[src/rtl/sdram_trk_pkg.sv]
package sdram_trk_pkg;

  typedef enum logic [2:0] {
    CMD_NOP,
    CMD_ACT,
    CMD_WR,
    CMD_PRE,
    CMD_REF,
    CMD_MRS,
    CMD_OTHER
  } cmd_e;

  // Active-low pin pattern to command; cs_n high is a deselect.
  function automatic cmd_e pins_to_cmd(input logic cs_n, input logic ras_n,
                                       input logic cas_n, input logic we_n);
    cmd_e c;
    if (cs_n) begin
      c = CMD_NOP;
    end else begin
      case ({ras_n, cas_n, we_n})
        3'b011:  c = CMD_ACT;
        3'b100:  c = CMD_WR;
        3'b010:  c = CMD_PRE;
        3'b001:  c = CMD_REF;
        3'b000:  c = CMD_MRS;
        3'b111:  c = CMD_NOP;
        default: c = CMD_OTHER;
      endcase
    end
    return c;
  endfunction

endpackage

[src/rtl/sdram_cmd_decode.sv]
module sdram_cmd_decode
  import sdram_trk_pkg::*;
#(
  parameter int BANK_W = 2
) (
  input  logic              cs_n,
  input  logic              ras_n,
  input  logic              cas_n,
  input  logic              we_n,
  input  logic              bank_pin_hi,
  input  logic              bank_pin_lo,
  output cmd_e              cmd,
  output logic [BANK_W-1:0] bank_idx
);

  always_comb begin
    cmd      = pins_to_cmd(cs_n, ras_n, cas_n, we_n);
    // the high-order pin carries the upper bit of the bank number
    bank_idx = BANK_W'({bank_pin_hi, bank_pin_lo});
  end

endmodule

[src/rtl/sdram_mode_reg.sv]
module sdram_mode_reg #(
  parameter int BL_W = 2
) (
  input  logic            clk,
  input  logic            rst,
  input  logic            load,
  input  logic [BL_W-1:0] bl_in,
  input  logic            single_in,
  output logic            valid,
  output logic [BL_W-1:0] bl_code,
  output logic            single
);

  always_ff @(posedge clk) begin
    if (rst) begin
      valid   <= 1'b0;
      bl_code <= '0;
      single  <= 1'b0;
    end else if (load) begin
      valid   <= 1'b1;
      bl_code <= bl_in;
      single  <= single_in;
    end
  end

  AST_MODE_STICKY: assert property (@(posedge clk) disable iff (rst)
    $past(valid) |-> valid);

endmodule

[src/rtl/sdram_bank_slot.sv]
module sdram_bank_slot #(
  parameter int ROW_W = 13
) (
  input  logic             clk,
  input  logic             rst,
  input  logic             open_req,
  input  logic             close_req,
  input  logic [ROW_W-1:0] row_in,
  output logic             open_q,
  output logic [ROW_W-1:0] row_q
);

  always_ff @(posedge clk) begin
    if (rst) begin
      open_q <= 1'b0;
      row_q  <= '0;
    end else if (open_req) begin
      open_q <= 1'b1;
      row_q  <= row_in;
    end else if (close_req) begin
      open_q <= 1'b0;
    end
  end

  AST_OPEN_NEEDS_ACT: assert property (@(posedge clk) disable iff (rst)
    $rose(open_q) |-> $past(open_req));

  AST_ROW_HELD: assert property (@(posedge clk) disable iff (rst)
    (open_q && $past(open_q)) |-> $stable(row_q));

endmodule

[src/rtl/sdram_wr_burst.sv]
module sdram_wr_burst #(
  parameter int COL_W  = 10,
  parameter int BANK_W = 2,
  parameter int BL_W   = 2
) (
  input  logic              clk,
  input  logic              rst,
  input  logic              start,
  input  logic [COL_W-1:0]  start_col,
  input  logic [BANK_W-1:0] start_bank,
  input  logic [BL_W-1:0]   bl_code,
  input  logic              single,
  input  logic              auto_pre,
  output logic              busy,
  output logic [COL_W-1:0]  col,
  output logic [BANK_W-1:0] bank,
  output logic              ap_q,
  output logic              done
);

  localparam int MAX_BEATS = 1 << ((1 << BL_W) - 1);
  localparam int CNT_W     = $clog2(MAX_BEATS) + 1;

  logic [CNT_W-1:0] left_q;
  logic [COL_W-1:0] mask_q;
  logic [COL_W-1:0] start_mask;
  logic [COL_W-1:0] col_inc;

  always_comb begin
    start_mask = single ? '0 : COL_W'((32'd1 << bl_code) - 32'd1);
    col_inc    = col + COL_W'(1);
    done       = busy && (left_q == '0);
  end

  always_ff @(posedge clk) begin
    if (rst) begin
      busy   <= 1'b0;
      col    <= '0;
      bank   <= '0;
      ap_q   <= 1'b0;
      left_q <= '0;
      mask_q <= '0;
    end else if (start) begin
      busy   <= 1'b1;
      col    <= start_col;
      bank   <= start_bank;
      ap_q   <= auto_pre;
      left_q <= CNT_W'(start_mask);
      mask_q <= start_mask;
    end else if (busy) begin
      if (left_q == '0) begin
        busy <= 1'b0;
      end else begin
        left_q <= left_q - CNT_W'(1);
        col    <= (col & ~mask_q) | (col_inc & mask_q);
      end
    end
  end

  AST_COL_IN_BLOCK: assert property (@(posedge clk) disable iff (rst)
    (busy && $past(busy) && !$past(start)) |->
      ((col & ~mask_q) == ($past(col) & ~mask_q)));

  AST_BANK_STABLE: assert property (@(posedge clk) disable iff (rst)
    (busy && $past(busy) && !$past(start)) |-> $stable(bank));

endmodule

[src/rtl/sdram_bank_tracker.sv]
module sdram_bank_tracker
  import sdram_trk_pkg::*;
#(
  parameter int NUM_BANKS = 4,
  parameter int ROW_W     = 13,
  parameter int COL_W     = 10,
  parameter int ADDR_W    = 13,
  parameter int AP_BIT    = 10,
  parameter int SW_BIT    = 9,
  parameter int BL_W      = 2
) (
  input  logic                       clk,
  input  logic                       rst,
  input  logic                       cs_n,
  input  logic                       ras_n,
  input  logic                       cas_n,
  input  logic                       we_n,
  input  logic                       bank_pin_hi,
  input  logic                       bank_pin_lo,
  input  logic [ADDR_W-1:0]          addr,
  output logic [NUM_BANKS-1:0]       bank_open,
  output logic [NUM_BANKS*ROW_W-1:0] open_rows,
  output logic                       wr_active,
  output logic [$clog2(NUM_BANKS)-1:0] wr_bank,
  output logic [COL_W-1:0]           wr_col,
  output logic                       mode_valid,
  output logic                       cmd_illegal,
  output logic                       refresh_start
);

  localparam int BANK_W = $clog2(NUM_BANKS);

  cmd_e              cmd;
  logic [BANK_W-1:0] bsel;
  logic              ap_bit;
  logic [BL_W-1:0]   mode_bl;
  logic              mode_single;
  logic              burst_done;
  logic              burst_ap;

  logic              cmd_ok;
  logic              do_act, do_wr, do_pre_one, do_pre_all, do_ref, do_mrs;
  logic [NUM_BANKS-1:0] open_req, close_req;
  logic              bl_reserved;

  sdram_cmd_decode #(.BANK_W(BANK_W)) u_decode (
    .cs_n        (cs_n),
    .ras_n       (ras_n),
    .cas_n       (cas_n),
    .we_n        (we_n),
    .bank_pin_hi (bank_pin_hi),
    .bank_pin_lo (bank_pin_lo),
    .cmd         (cmd),
    .bank_idx    (bsel)
  );

  assign ap_bit      = addr[AP_BIT];
  assign bl_reserved = |addr[ADDR_W-1:BL_W] & addr[BL_W];

  // legality of the sampled command against the pre-edge state
  always_comb begin
    cmd_ok = 1'b1;
    unique case (cmd)
      CMD_ACT: cmd_ok = mode_valid && !bank_open[bsel];
      CMD_WR:  cmd_ok = mode_valid && bank_open[bsel] && !wr_active;
      CMD_PRE: cmd_ok = ap_bit ? !wr_active : !(wr_active && wr_bank == bsel);
      CMD_REF: cmd_ok = (bank_open == '0);
      CMD_MRS: cmd_ok = (bank_open == '0) && !bl_reserved;
      default: cmd_ok = 1'b1;
    endcase
  end

  always_comb begin
    do_act     = (cmd == CMD_ACT) && cmd_ok;
    do_wr      = (cmd == CMD_WR)  && cmd_ok;
    do_pre_one = (cmd == CMD_PRE) && cmd_ok && !ap_bit;
    do_pre_all = (cmd == CMD_PRE) && cmd_ok && ap_bit;
    do_ref     = (cmd == CMD_REF) && cmd_ok;
    do_mrs     = (cmd == CMD_MRS) && cmd_ok;
  end

  sdram_mode_reg #(.BL_W(BL_W)) u_mode (
    .clk       (clk),
    .rst       (rst),
    .load      (do_mrs),
    .bl_in     (addr[BL_W-1:0]),
    .single_in (addr[SW_BIT]),
    .valid     (mode_valid),
    .bl_code   (mode_bl),
    .single    (mode_single)
  );

  sdram_wr_burst #(.COL_W(COL_W), .BANK_W(BANK_W), .BL_W(BL_W)) u_burst (
    .clk        (clk),
    .rst        (rst),
    .start      (do_wr),
    .start_col  (addr[COL_W-1:0]),
    .start_bank (bsel),
    .bl_code    (mode_bl),
    .single     (mode_single),
    .auto_pre   (ap_bit),
    .busy       (wr_active),
    .col        (wr_col),
    .bank       (wr_bank),
    .ap_q       (burst_ap),
    .done       (burst_done)
  );

  for (genvar b = 0; b < NUM_BANKS; b++) begin : g_bank
    assign open_req[b]  = do_act && (bsel == BANK_W'(b));
    assign close_req[b] = do_pre_all
                        || (do_pre_one && (bsel == BANK_W'(b)))
                        || (burst_done && burst_ap && (wr_bank == BANK_W'(b)));

    sdram_bank_slot #(.ROW_W(ROW_W)) u_slot (
      .clk       (clk),
      .rst       (rst),
      .open_req  (open_req[b]),
      .close_req (close_req[b]),
      .row_in    (addr[ROW_W-1:0]),
      .open_q    (bank_open[b]),
      .row_q     (open_rows[b*ROW_W +: ROW_W])
    );
  end

  always_ff @(posedge clk) begin
    if (rst) begin
      cmd_illegal   <= 1'b0;
      refresh_start <= 1'b0;
    end else begin
      cmd_illegal   <= !cmd_ok;
      refresh_start <= do_ref;
    end
  end

  AST_BURST_BANK_OPEN: assert property (@(posedge clk) disable iff (rst)
    wr_active |-> bank_open[wr_bank]);

  AST_NO_OPEN_BEFORE_MODE: assert property (@(posedge clk) disable iff (rst)
    !mode_valid |-> (bank_open == '0));

  AST_REF_ALL_IDLE: assert property (@(posedge clk) disable iff (rst)
    refresh_start |-> ($past(bank_open) == '0));

  AST_FLAGS_EXCLUSIVE: assert property (@(posedge clk) disable iff (rst)
    !(cmd_illegal && refresh_start));

endmodule

[config.mk]
export PLATFORM = sky130hd
export DESIGN_NAME = sdram_bank_tracker
export DESIGN_NICKNAME = d
export VERILOG_FILES = /design/src/rtl/sdram_trk_pkg.sv /design/src/rtl/sdram_cmd_decode.sv /design/src/rtl/sdram_mode_reg.sv /design/src/rtl/sdram_bank_slot.sv /design/src/rtl/sdram_wr_burst.sv /design/src/rtl/sdram_bank_tracker.sv
export SDC_FILE = /design/constraint.sdc
export NUM_CORES = 1
export LEC_CHECK = 0
export ABC_AREA = 1
export ABC_CLOCK_PERIOD_IN_PS = 2700
export BUFFER_PORTS_ARGS = -buffer_cell sky130_fd_sc_hd__buf_2
export CORE_MARGIN = 1
export CORE_UTILIZATION = 58
export CTS_BUF_LIST = sky130_fd_sc_hd__clkbuf_4 sky130_fd_sc_hd__clkbuf_8 sky130_fd_sc_hd__clkbuf_16
export DETAILED_ROUTE_END_ITERATION = 12
export PLACE_DENSITY_LB_ADDON = 0.05
export SLEW_MARGIN = 20
export SYNTH_ARGS = -nofsm -noshare
export SYNTH_HDL_FRONTEND = slang
export SYNTH_SLANG_ARGS = --single-unit
[constraint.sdc]
create_clock -name clk -period 2.7 [get_ports clk]
set_input_delay 0.135 -clock clk [delete_from_list [all_inputs] [get_ports clk]]
set_output_delay 0.135 -clock clk [all_outputs]
set_load 0.01 [all_outputs]
==> results.py <==
metrics = {
    "critical_path": {
        "path_max_fanout": 5,
        "cp.required_ns": 2.98,
        "reg2reg_slack_ns": 0.97,
        "reg2regPathDepth": 10,
        "start_kind": "flop",
        "arrival_ns": 2.01,
        "crit_start": "u_burst.col[0]",
        "reg2reg_from": "u_burst.col[0]",
        "critPathKind": "flop to flop",
        "setup.worst_path.end_class": "flop",
    },
    "clock_network": {
        "postCtsHoldBufs": 0,
        "cts_sinks": 87,
        "post_cts_buffers": 0,
        "cts_buffers": 9,
        "cts_root_buffer": "clkbuf_8",
        "cts_buffer_depth": 2,
        "clk_latency_ns": 0.37,
        "ctsHtreeMaxLevel": 3,
        "cts_resized": 0,
        "cts.reportedPaths.clkPinSlew_ns": 0.10,
        "cts_tree": "yes",
    },
    "layout": {
        "fillers": 585,
        "fin_util_pct": 68.6,
        "antenna_cells": 0,
        "layout_commonest_cell": "nand2_1",
        "fin_nets": 643,
        "layout.cells.non_filler": 720,
        "drive_gt1_share_pct": 24.7,
        "fin_area_um2": 4660,
        "layout_common_cells": "nand2_1, buf_2, dfxtp_1",
        "area_growth_pct": 14.6,
    },
    "pwr": {
        "powerDensity_nw_per_um2": 503,
        "total_power_mw": 2.34,
        "leakage_nw": 2.09,
        "peakVddDrop_mv": 0.293,
    },
    "timing": {
        "setup_viol": 0,
        "fmax_mhz": 577,
        "holdWs_ns": 0.0763,
        "fin_skew_ns": 0.0207,
        "tightestPinTransition_ns": 0.873,
        "rsz0062_at_grt": "false",
        "slew_headroom_pct": 41.7,
        "slew_viol_final": 0,
        "worst_slack_ns": 0.966,
        "post-route-period-util_pct": 64.2,
        "hold_viol": 0,
        "setup_tns_ns": 0,
        "fin_crit_ns": 1.73,
    },
    "place": {
        "gp_congestion": 0.936,
        "placed_cells": 704,
        "dp_hpwl_mm": 7.07,
        "port_buffers": 92,
        "post_dp_cell_area_um2": 4460,
        "pre_cts_ws_ns": 0.955,
    },
    "global_routing": {
        "grt.overflow.total": 0,
        "grt_pass1_wl_mm": 16.6,
        "grt_pass1_vias": 3347,
        "grt_max_degree": 54,
        "grt_usage_pct": 29.1,
        "antenna_found_initial": 0,
    },
    "routing": {
        "wl_per_cell_um": 14.4,
        "routed_wl_mm": 10.4,
        "num_vias": 3840,
        "drt-initial-drc-count": 259,
        "first_pass_iters": 5,
        "viasPerCell": 5.33,
        "antenna_left": 0,
        "drc": 0,
    },
    "hold_path": {
        "hp-start": "addr[12]",
        "min_to": "g_bank[3].u_slot.row_q[12]",
        "hold_depth": 3,
        "hold_class": "input port to flop",
    },
    "synth": {
        "synth-simple-area-share_pct": 31.5,
        "synth_fp_nets": 566,
        "synth_area_um2": 4070,
        "synth_xor_area_share_pct": 1.29,
        "ys_types": 36,
        "ys_ff_latch": 87,
        "synthMuxAreaShare_pct": 0,
        "yosys_warnings": 0,
        "synthCells": 542,
        "seq_area_frac_synth_pct": 42.8,
        "synth_top_family_by_area": "simple AND/OR/NAND/NOR gates",
        "synth_adder_area_share_pct": 0.923,
        "syn_avg_cell_area_um2": 7.50,
        "synth_compound_area_share_pct": 13.3,
    },
    "outcome": {
        "outcome": "finished clean",
    },
    "run": {
        "maxCapViolations": 0,
    },
    "floorplanning": {
        "floorplan.die_area_um2": 7350,
        "die_x_um": 85.7,
        "io_pins": 93,
        "die_h_um": 85.7,
        "start_util_pct": 59.8,
        "rows": 30,
        "fp.coreArea_um2": 6790,
    },
}
## logic make-up (layout without fill, tap and decap cells)
kind of cell,Yosys count,after routing
xor+xnor,6,6
buf+inv,80,162
fa+ha+maj,3,3
compound gates,99,99
simple gates,267,267
flops,87,87
## worst max-delay path: stages, from the launching register on
cell	delay, ns
dfxtp_1	0.44
ha_1	0.22
nand3_1	0.13
nor2_1	0.19
nand2_1	0.10
nand2_1	0.07
nor2_1	0.04
o21ai_0	0.25
o21ai_1	0.11
nand2_1	0.07
inv_1	0.03
## worst max-delay path by stage
stage / depth (start not counted) / endpoint / slack [ns]
after global placement: 9 / g_bank[1].u_slot.row_q[10] / 1.03
after CTS: 10 / flop / 0.99
after detailed placement: 9 / g_bank[3].u_slot.row_q[11] / 0.96
after global routing: 10 / flop / 0.81
final: 10 / flop / 0.97
after floorplan: 9 / flop / 1.26
## cells in the mapped netlist
library cell / number / share of area, %
buf_4: 8 / 1.5
o21ai_0: 31 / 3.8
nand4_4: 1 / 0.52
nand2_4: 5 / 1.4
buf_12: 1 / 0.49
xor2_1: 2 / 0.43
clkinv_1: 1 / 0.092
inv_2: 4 / 0.37
buf_2: 4 / 0.49
nor2_8: 1 / 0.49
nand3_1: 47 / 5.8
nor2_2: 3 / 0.46
ha_1: 3 / 0.92
o211ai_1: 1 / 0.18
o21bai_1: 1 / 0.18
or2_2: 1 / 0.15
nand3_2: 11 / 2.7
nor2_1: 67 / 6.2
inv_1: 44 / 4.1
nor3_1: 6 / 0.74
buf_6: 6 / 1.7
buf_1: 1 / 0.092
buf_8: 1 / 0.37
o21ai_1: 4 / 0.49
a21oi_1: 51 / 6.3
clkbuf_1: 9 / 0.83
inv_4: 1 / 0.15
nand4_1: 10 / 1.5
a21oi_2: 11 / 2.4
nand2_1: 105 / 9.7
xnor2_1: 4 / 0.86
nor3b_1: 1 / 0.18
nand3b_1: 5 / 0.92
nor2_4: 1 / 0.28
dfxtp_1: 87 / 43
nand2_2: 3 / 0.46
## final cells by class
| type | instances | area (um2) | area share [%] |
|---|---|---|---|
| clock buffer | 9 | 124 | 2.66 |
| multi-input combinational | 375 | 1910 | 41.1 |
| timing repair buffer | 96 | 490 | 10.5 |
| clock inverter | 7 | 78.8 | 1.69 |
| sequential | 87 | 1740 | 37.4 |
| inverter | 50 | 190 | 4.08 |
| tap | 96 | 120 | 2.58 |
## metal layers
metal	up-vias	global-route usage (%)	wire, um
met1	1772	40.2	4690
met2	139	46.4	4860
met5	-	0	0
li1	1909	-	-
met4	0	10.2	206
met3	20	4.62	607
## power by group
| group | switching, mW | leakage [nW] | internal, mW |
|---|---|---|---|
| registers | 0.00137 | 0.701 | 1.28 |
| logic | 0.0873 | 1.29 | 0.0276 |
| clock network | 0.504 | 0.0982 | 0.439 |
Note: power is estimated with default switching activity, not from simulation.
